<file path="src/rtl/sat_var_table.sv">
module sat_var_table #(
  parameter int NV = 16,
  parameter int NB = 4,
  localparam int IW = (NV > 1) ? $clog2(NV) : 1,
  localparam int LW = IW,
  localparam int BW = (NB > 1) ? $clog2(NB) : 1
)(
  input  logic            clk,
  input  logic            rst_n,
  input  logic            wr_en,
  input  logic [IW-1:0]   wr_idx,
  input  logic            wr_decided,
  input  logic [1:0]      wr_val,
  input  logic            wr_implied,
  input  logic [LW-1:0]   wr_level,
  input  logic [BW-1:0]   wr_bin,
  input  logic            rd_en,
  input  logic [IW-1:0]   rd_idx,
  output logic            rd_valid,
  output logic            rd_decided,
  output logic [1:0]      rd_val,
  output logic            rd_implied,
  output logic [LW-1:0]   rd_level,
  output logic [BW-1:0]   rd_bin,
  output logic            rd_mark,
  input  logic            cm_en,
  input  logic [BW-1:0]   cm_bin,
  input  logic [NV-1:0]   cm_mask,
  input  logic [NV-1:0]   cm_decided,
  input  logic [2*NV-1:0] cm_val,
  input  logic [NV-1:0]   cm_implied,
  input  logic [LW*NV-1:0] cm_level,
  input  logic            cx_start,
  input  logic [LW-1:0]   cx_level,
  output logic            cx_busy,
  output logic            cx_done,
  input  logic            mk_set,
  input  logic            mk_clr,
  input  logic [IW-1:0]   mk_idx,
  output logic            mk_valid,
  output logic [IW-1:0]   mk_holder,
  input  logic            sr_en,
  input  logic [NV-1:0]   sr_mask,
  input  logic [BW-1:0]   cur_bin,
  output logic            sr_valid,
  output logic            sr_none,
  output logic [IW-1:0]   sr_idx,
  output logic [LW-1:0]   sr_level,
  output logic [BW-1:0]   sr_bin,
  output logic            sr_local
);

  logic          dec_q [NV];
  logic [1:0]    val_q [NV];
  logic          imp_q [NV];
  logic [LW-1:0] lvl_q [NV];
  logic [BW-1:0] bin_q [NV];

  logic [IW-1:0] ptr_q;
  logic [LW-1:0] thr_q;
  logic          rd_pend_q;
  logic [IW-1:0] rd_pidx_q;

  // sweep clear of the record under the pointer
  function automatic logic sweep_hit(input int i);
    return cx_busy && (ptr_q == IW'(i)) && dec_q[i] && (lvl_q[i] > thr_q);
  endfunction

  always_ff @(posedge clk) begin
    for (int i = 0; i < NV; i++) begin
      if (!rst_n) begin
        dec_q[i] <= 1'b0;
        val_q[i] <= '0;
        imp_q[i] <= 1'b0;
        lvl_q[i] <= '0;
        bin_q[i] <= '0;
      end else if (wr_en && wr_idx == IW'(i)) begin
        dec_q[i] <= wr_decided;
        val_q[i] <= wr_val;
        imp_q[i] <= wr_implied;
        lvl_q[i] <= wr_level;
        bin_q[i] <= wr_bin;
      end else if (cm_en && cm_mask[i]) begin
        dec_q[i] <= cm_decided[i];
        val_q[i] <= cm_val[2*i +: 2];
        imp_q[i] <= cm_implied[i];
        lvl_q[i] <= cm_level[LW*i +: LW];
        if (cm_decided[i] && !dec_q[i]) bin_q[i] <= cm_bin;
      end else if (sweep_hit(i)) begin
        dec_q[i] <= 1'b0;
        val_q[i] <= '0;
        imp_q[i] <= 1'b0;
        lvl_q[i] <= '0;
        bin_q[i] <= '0;
      end
    end
  end

  always_ff @(posedge clk) begin
    if (!rst_n) begin
      cx_busy <= 1'b0;
      cx_done <= 1'b0;
      ptr_q   <= '0;
      thr_q   <= '0;
    end else begin
      cx_done <= 1'b0;
      if (cx_busy) begin
        ptr_q <= ptr_q + 1'b1;
        if (ptr_q == IW'(NV - 1)) begin
          cx_busy <= 1'b0;
          cx_done <= 1'b1;
        end
      end else if (cx_start) begin
        cx_busy <= 1'b1;
        ptr_q   <= '0;
        thr_q   <= cx_level;
      end
    end
  end

  logic          rd_serve;
  logic [IW-1:0] rd_sel;
  assign rd_serve = !cx_busy && (rd_en || rd_pend_q);
  assign rd_sel   = rd_pend_q ? rd_pidx_q : rd_idx;

  always_ff @(posedge clk) begin
    if (!rst_n) begin
      rd_pend_q  <= 1'b0;
      rd_pidx_q  <= '0;
      rd_valid   <= 1'b0;
      rd_decided <= 1'b0;
      rd_val     <= '0;
      rd_implied <= 1'b0;
      rd_level   <= '0;
      rd_bin     <= '0;
      rd_mark    <= 1'b0;
    end else begin
      rd_valid <= rd_serve;
      if (cx_busy && rd_en) begin
        rd_pend_q <= 1'b1;
        rd_pidx_q <= rd_idx;
      end else if (rd_serve) begin
        rd_pend_q <= 1'b0;
      end
      if (rd_serve) begin
        rd_decided <= dec_q[rd_sel];
        rd_val     <= val_q[rd_sel];
        rd_implied <= imp_q[rd_sel];
        rd_level   <= lvl_q[rd_sel];
        rd_bin     <= bin_q[rd_sel];
        rd_mark    <= mk_valid && (mk_holder == rd_sel);
      end
    end
  end

  logic hold_kill, hold_live, hold_take;
  assign hold_kill = mk_valid && sweep_hit(int'(mk_holder)) &&
                     !(wr_en && wr_idx == mk_holder) &&
                     !(cm_en && cm_mask[mk_holder]);
  assign hold_live = mk_valid && !hold_kill && !mk_clr;
  assign hold_take = mk_set && (!hold_live || mk_idx < mk_holder);

  always_ff @(posedge clk) begin
    if (!rst_n) begin
      mk_valid  <= 1'b0;
      mk_holder <= '0;
    end else begin
      mk_valid <= hold_live || mk_set;
      if (hold_take) mk_holder <= mk_idx;
    end
  end

  logic          best_f;
  logic [IW-1:0] best_i;
  logic [LW-1:0] best_l;

  always_comb begin
    best_f = 1'b0;
    best_i = '0;
    best_l = '0;
    for (int i = NV - 1; i >= 0; i--) begin
      if (sr_mask[i] && dec_q[i] && (!best_f || lvl_q[i] >= best_l)) begin
        best_f = 1'b1;
        best_i = IW'(i);
        best_l = lvl_q[i];
      end
    end
  end

  always_ff @(posedge clk) begin
    if (!rst_n) begin
      sr_valid <= 1'b0;
      sr_none  <= 1'b0;
      sr_idx   <= '0;
      sr_level <= '0;
      sr_bin   <= '0;
      sr_local <= 1'b0;
    end else begin
      sr_valid <= sr_en;
      if (sr_en) begin
        sr_none  <= !best_f;
        sr_idx   <= best_i;
        sr_level <= best_l;
        sr_bin   <= bin_q[best_i];
        sr_local <= best_f && (bin_q[best_i] == cur_bin);
      end
    end
  end

endmodule

</file>
<file path="config.mk">
export PLATFORM = sky130hd
export DESIGN_NAME = sat_var_table
export DESIGN_NICKNAME = d
export VERILOG_FILES = /design/src/rtl/sat_var_table.sv
export SDC_FILE = /design/constraint.sdc
export NUM_CORES = 1
export LEC_CHECK = 0
export BUFFER_PORTS_ARGS = -buffer_cell sky130_fd_sc_hd__buf_2
export CAP_MARGIN = 20
export CORE_UTILIZATION = 59
export DETAILED_ROUTE_END_ITERATION = 6
export PLACE_DENSITY_LB_ADDON = 0.12
export SLEW_MARGIN = 20
export SYNTH_ARGS = -nofsm -noshare
export SYNTH_HDL_FRONTEND = slang
export SYNTH_SLANG_ARGS = --single-unit
</file>
<file path="constraint.sdc">
create_clock -name clk -period 34.7 [get_ports clk]
set_input_delay 6.94 -clock clk [delete_from_list [all_inputs] [get_ports clk]]
set_output_delay 6.94 -clock clk [all_outputs]
set_load 0.02 [all_outputs]
</file>
==> run summary <==
final hold viol count: 0
largest net degree at the start of global routing: 71
most used cell, CP: ha_1
FF+latch area: 5770 µm²
Core Area: 26900 µm²
first-pass GRT wire length: 85.7 mm
Hold WC Path Type: reg -> reg
clock sink total: 209
Final ANT Viol Nets: 0
worst-path fanout max: 14
Cells after Synth: 1570
number of synthesized flops with an enable pin: 158
Leak Pwr: 7.54 nW
Setup Skew: 0.0173 ns
Num CTS Buffers: 24
Die H: 167 µm
DRT Pass-1 Iters: 6
site row count: 60
initial antenna violation count: 2
Layout area overhead: 13.0%
fin crit share: 0.938
GPL Wtd Cong: 0.992
Setup WS post-layout: 2.15 ns
post-synth top area cell: edfxtp_1
Worst VDD drop: 0.0411 mV
port bufs: 230
DIE AREA: 28000 µm²
Worst-path clk slew: 0.06 ns
deepest level of the CTS H-tree: 1
post-synthesis sequential element count: 209
cell area after synthesis: 16100 µm²
root buf cell: clkbuf_16
total track usage: 0.411
die width: 167 µm
fin crit period: 32.55 ns
status: finished, final reports clean
FFs w/ async S/R, synth: 0
fillers: 2147
WL per Instance: 27.5 µm
Place WS: 1.58 ns
worst-margin pin slew: 1.20 ns
via count: 14900
share of layout cells above drive strength 1: 0.221
Slew Viols, Final: 0
hold-fix buffer count after cts: 0
max-cap violations: 0
Crit. End Element: register
worst stage delay on the critical path: 0.71 ns
Final Cell Area: 18200 µm²
CTS max path bufs: 3
Cell Area, Placed: 17400 µm²
I/O pin cnt: 231
crit path DAT: 33.01 ns
Setup-failing EPs final: 0
multi-input logic area: 9820 µm²
Worst-Skew Late Latency: 0.53 ns
Ys Warns: 0
initial drt markers: 1976
Critical Path RT: 35.15 ns
post-synthesis sequential area ratio: 0.358
drt via density: 7.06
critical path startpoint category: input port
DRC: 0
Slew HR: 0.198
sum of net half-perimeters after detailed placement: 44.3 mm
Main synth FF type: edfxtp_1
nets: 2073
Peak Freq: 30.7 MHz
crit path kind: in -> reg
PwrDens: 49.9 nW/µm²
slowest cell on the critical path: nor4b_4
post-synth top area share: 0.294
RSZ-0062 raised after global routing: false
synth unique cells: 85
vias in the first global route: 14000
post-layout power: 908 µW
Post-Syn Area per Cell: 10.3 µm²
CTS tree: done
initial cell density of the core: 0.600
Setup TNS: 0 ns
total gr overflow: 0
ranking of synthesized cells by area: edfxtp_1 (29%), ha_1 (9.9%), mux4_2 (9.6%)
Net Count, Synth: 1897
WL final: 58.0 mm
-- cell families (layout without fill, tap and decap cells) --
group,after synthesis,count (layout),share of synthesized area
and+or+nand+nor,512,512,0.158
muxes,127,127,0.133
DFF,209,209,0.358
AOI/OAI and AO/OA,433,433,0.208
xor gates and xnor gates,14,14,0.00761
other,0,1,0
adders and majority gates,129,129,0.100
buffers and inverters,146,338,0.0352
-- what timing repair did --
item                                    CTS  global route
buffers inserted                          0             0
endpoints found under the setup margin    0             1
gates resized for setup                   0             1
-- area by class of cell --
type                       count  share of cell area
multi-input combinational   1215               0.539
sequential                   209               0.317
timing repair buffer         240              0.0673
clock buffer                  38              0.0389
tap                          341              0.0234
inverter                      56              0.0115
clock inverter                 4             0.00289
antenna                        1            0.000137
-- worst paths after layout --
kind	from	endpoint	slack, ns	depth (start not counted)
hold reg to reg	rd_mark	rd_mark	0.46	2
setup / recovery	sr_mask[15]	sr_local	2.15	120
hold / removal	rd_mark	rd_mark	0.46	2
setup reg to reg	dec_q[15]	sr_local	7.93	119
-- worst max-delay path: cells and delay by family --
family	cells	cell delay, ns
adder cells (fa/ha/maj)	16	4.11
buffers and inverters	5	0.77
AO/OA/AOI/OAI	49	10.03
multiplexers	7	2.84
AND/OR/NAND/NOR	42	8.13
XOR/XNOR	1	0.12
-- layout by cell type (no fill, tap or decap), types with 52 or more instances in the layout --
cell and count:
a21oi_1 56, a22o_1 131, buf_2 230, edfxtp_1 158, ha_1 128, inv_1 56, mux4_2 69, nand2_1 167
nand3_1 66, nor2_1 90, nor2b_1 52
-- flip-flops by register name, indices dropped and copies added (netlist names), 2 cells and up, named ones only --
register and count:
bin_q 32, dec_q 16, imp_q 16, lvl_q 64, mk_holder 4, ptr_q 4
rd_bin 2, rd_level 4, rd_pidx_q 4, rd_val 2, sr_bin 2, sr_idx 4
sr_level 4, thr_q 4, val_q 32
-- stage by stage --
stage           util  hold slack, ns  instances
2_1_floorplan      -           0.443       1570
5_1_grt        0.678           0.480       2103
6_report       0.678           0.460       2104
4_1_cts        0.677           0.463       2103
3_5_place_dp   0.649           0.457       2061
3_3_place_gp   0.649           0.449       2061
-- Yosys cell counts (6+ instances only) --
library cell,count
a211o_1,8
nand3_1,66
and2_1,20
o211ai_1,10
o21ai_0,40
a41oi_1,10
ha_1,128
nand2_1,167
nor3_1,12
a211oi_1,7
a22o_1,131
edfxtp_1,158
nand4_1,22
xnor2_1,6
mux2i_1,45
a21boi_0,17
o31ai_1,10
inv_1,56
a31oi_1,8
nor2b_1,52
nand2b_1,28
and3_1,13
buf_1,16
a21oi_1,56
o2111ai_1,10
mux4_2,69
xor2_1,8
o21a_1,45
nor2_1,90
mux2_2,12
or2_2,8
clkbuf_1,68
dfxtp_1,51
a21o_1,20
a32o_1,16
-- metal layers --
layer  routed length (µm)  vias up  track usage
li1                     -     6459            -
met1                22900     7033        0.581
met2                24900     1187        0.627
met3                 7730      183       0.0827
met4                 2330        2        0.151
met5                   13        -            0
-- power breakdown --
part	total (mW)	switching, mW	internal, mW
sequential	0.322	0.0298	0.292
combinational	0.336	0.192	0.143
clock	0.251	0.104	0.147
No activity file was read; power rests on OpenSTA's default activity.
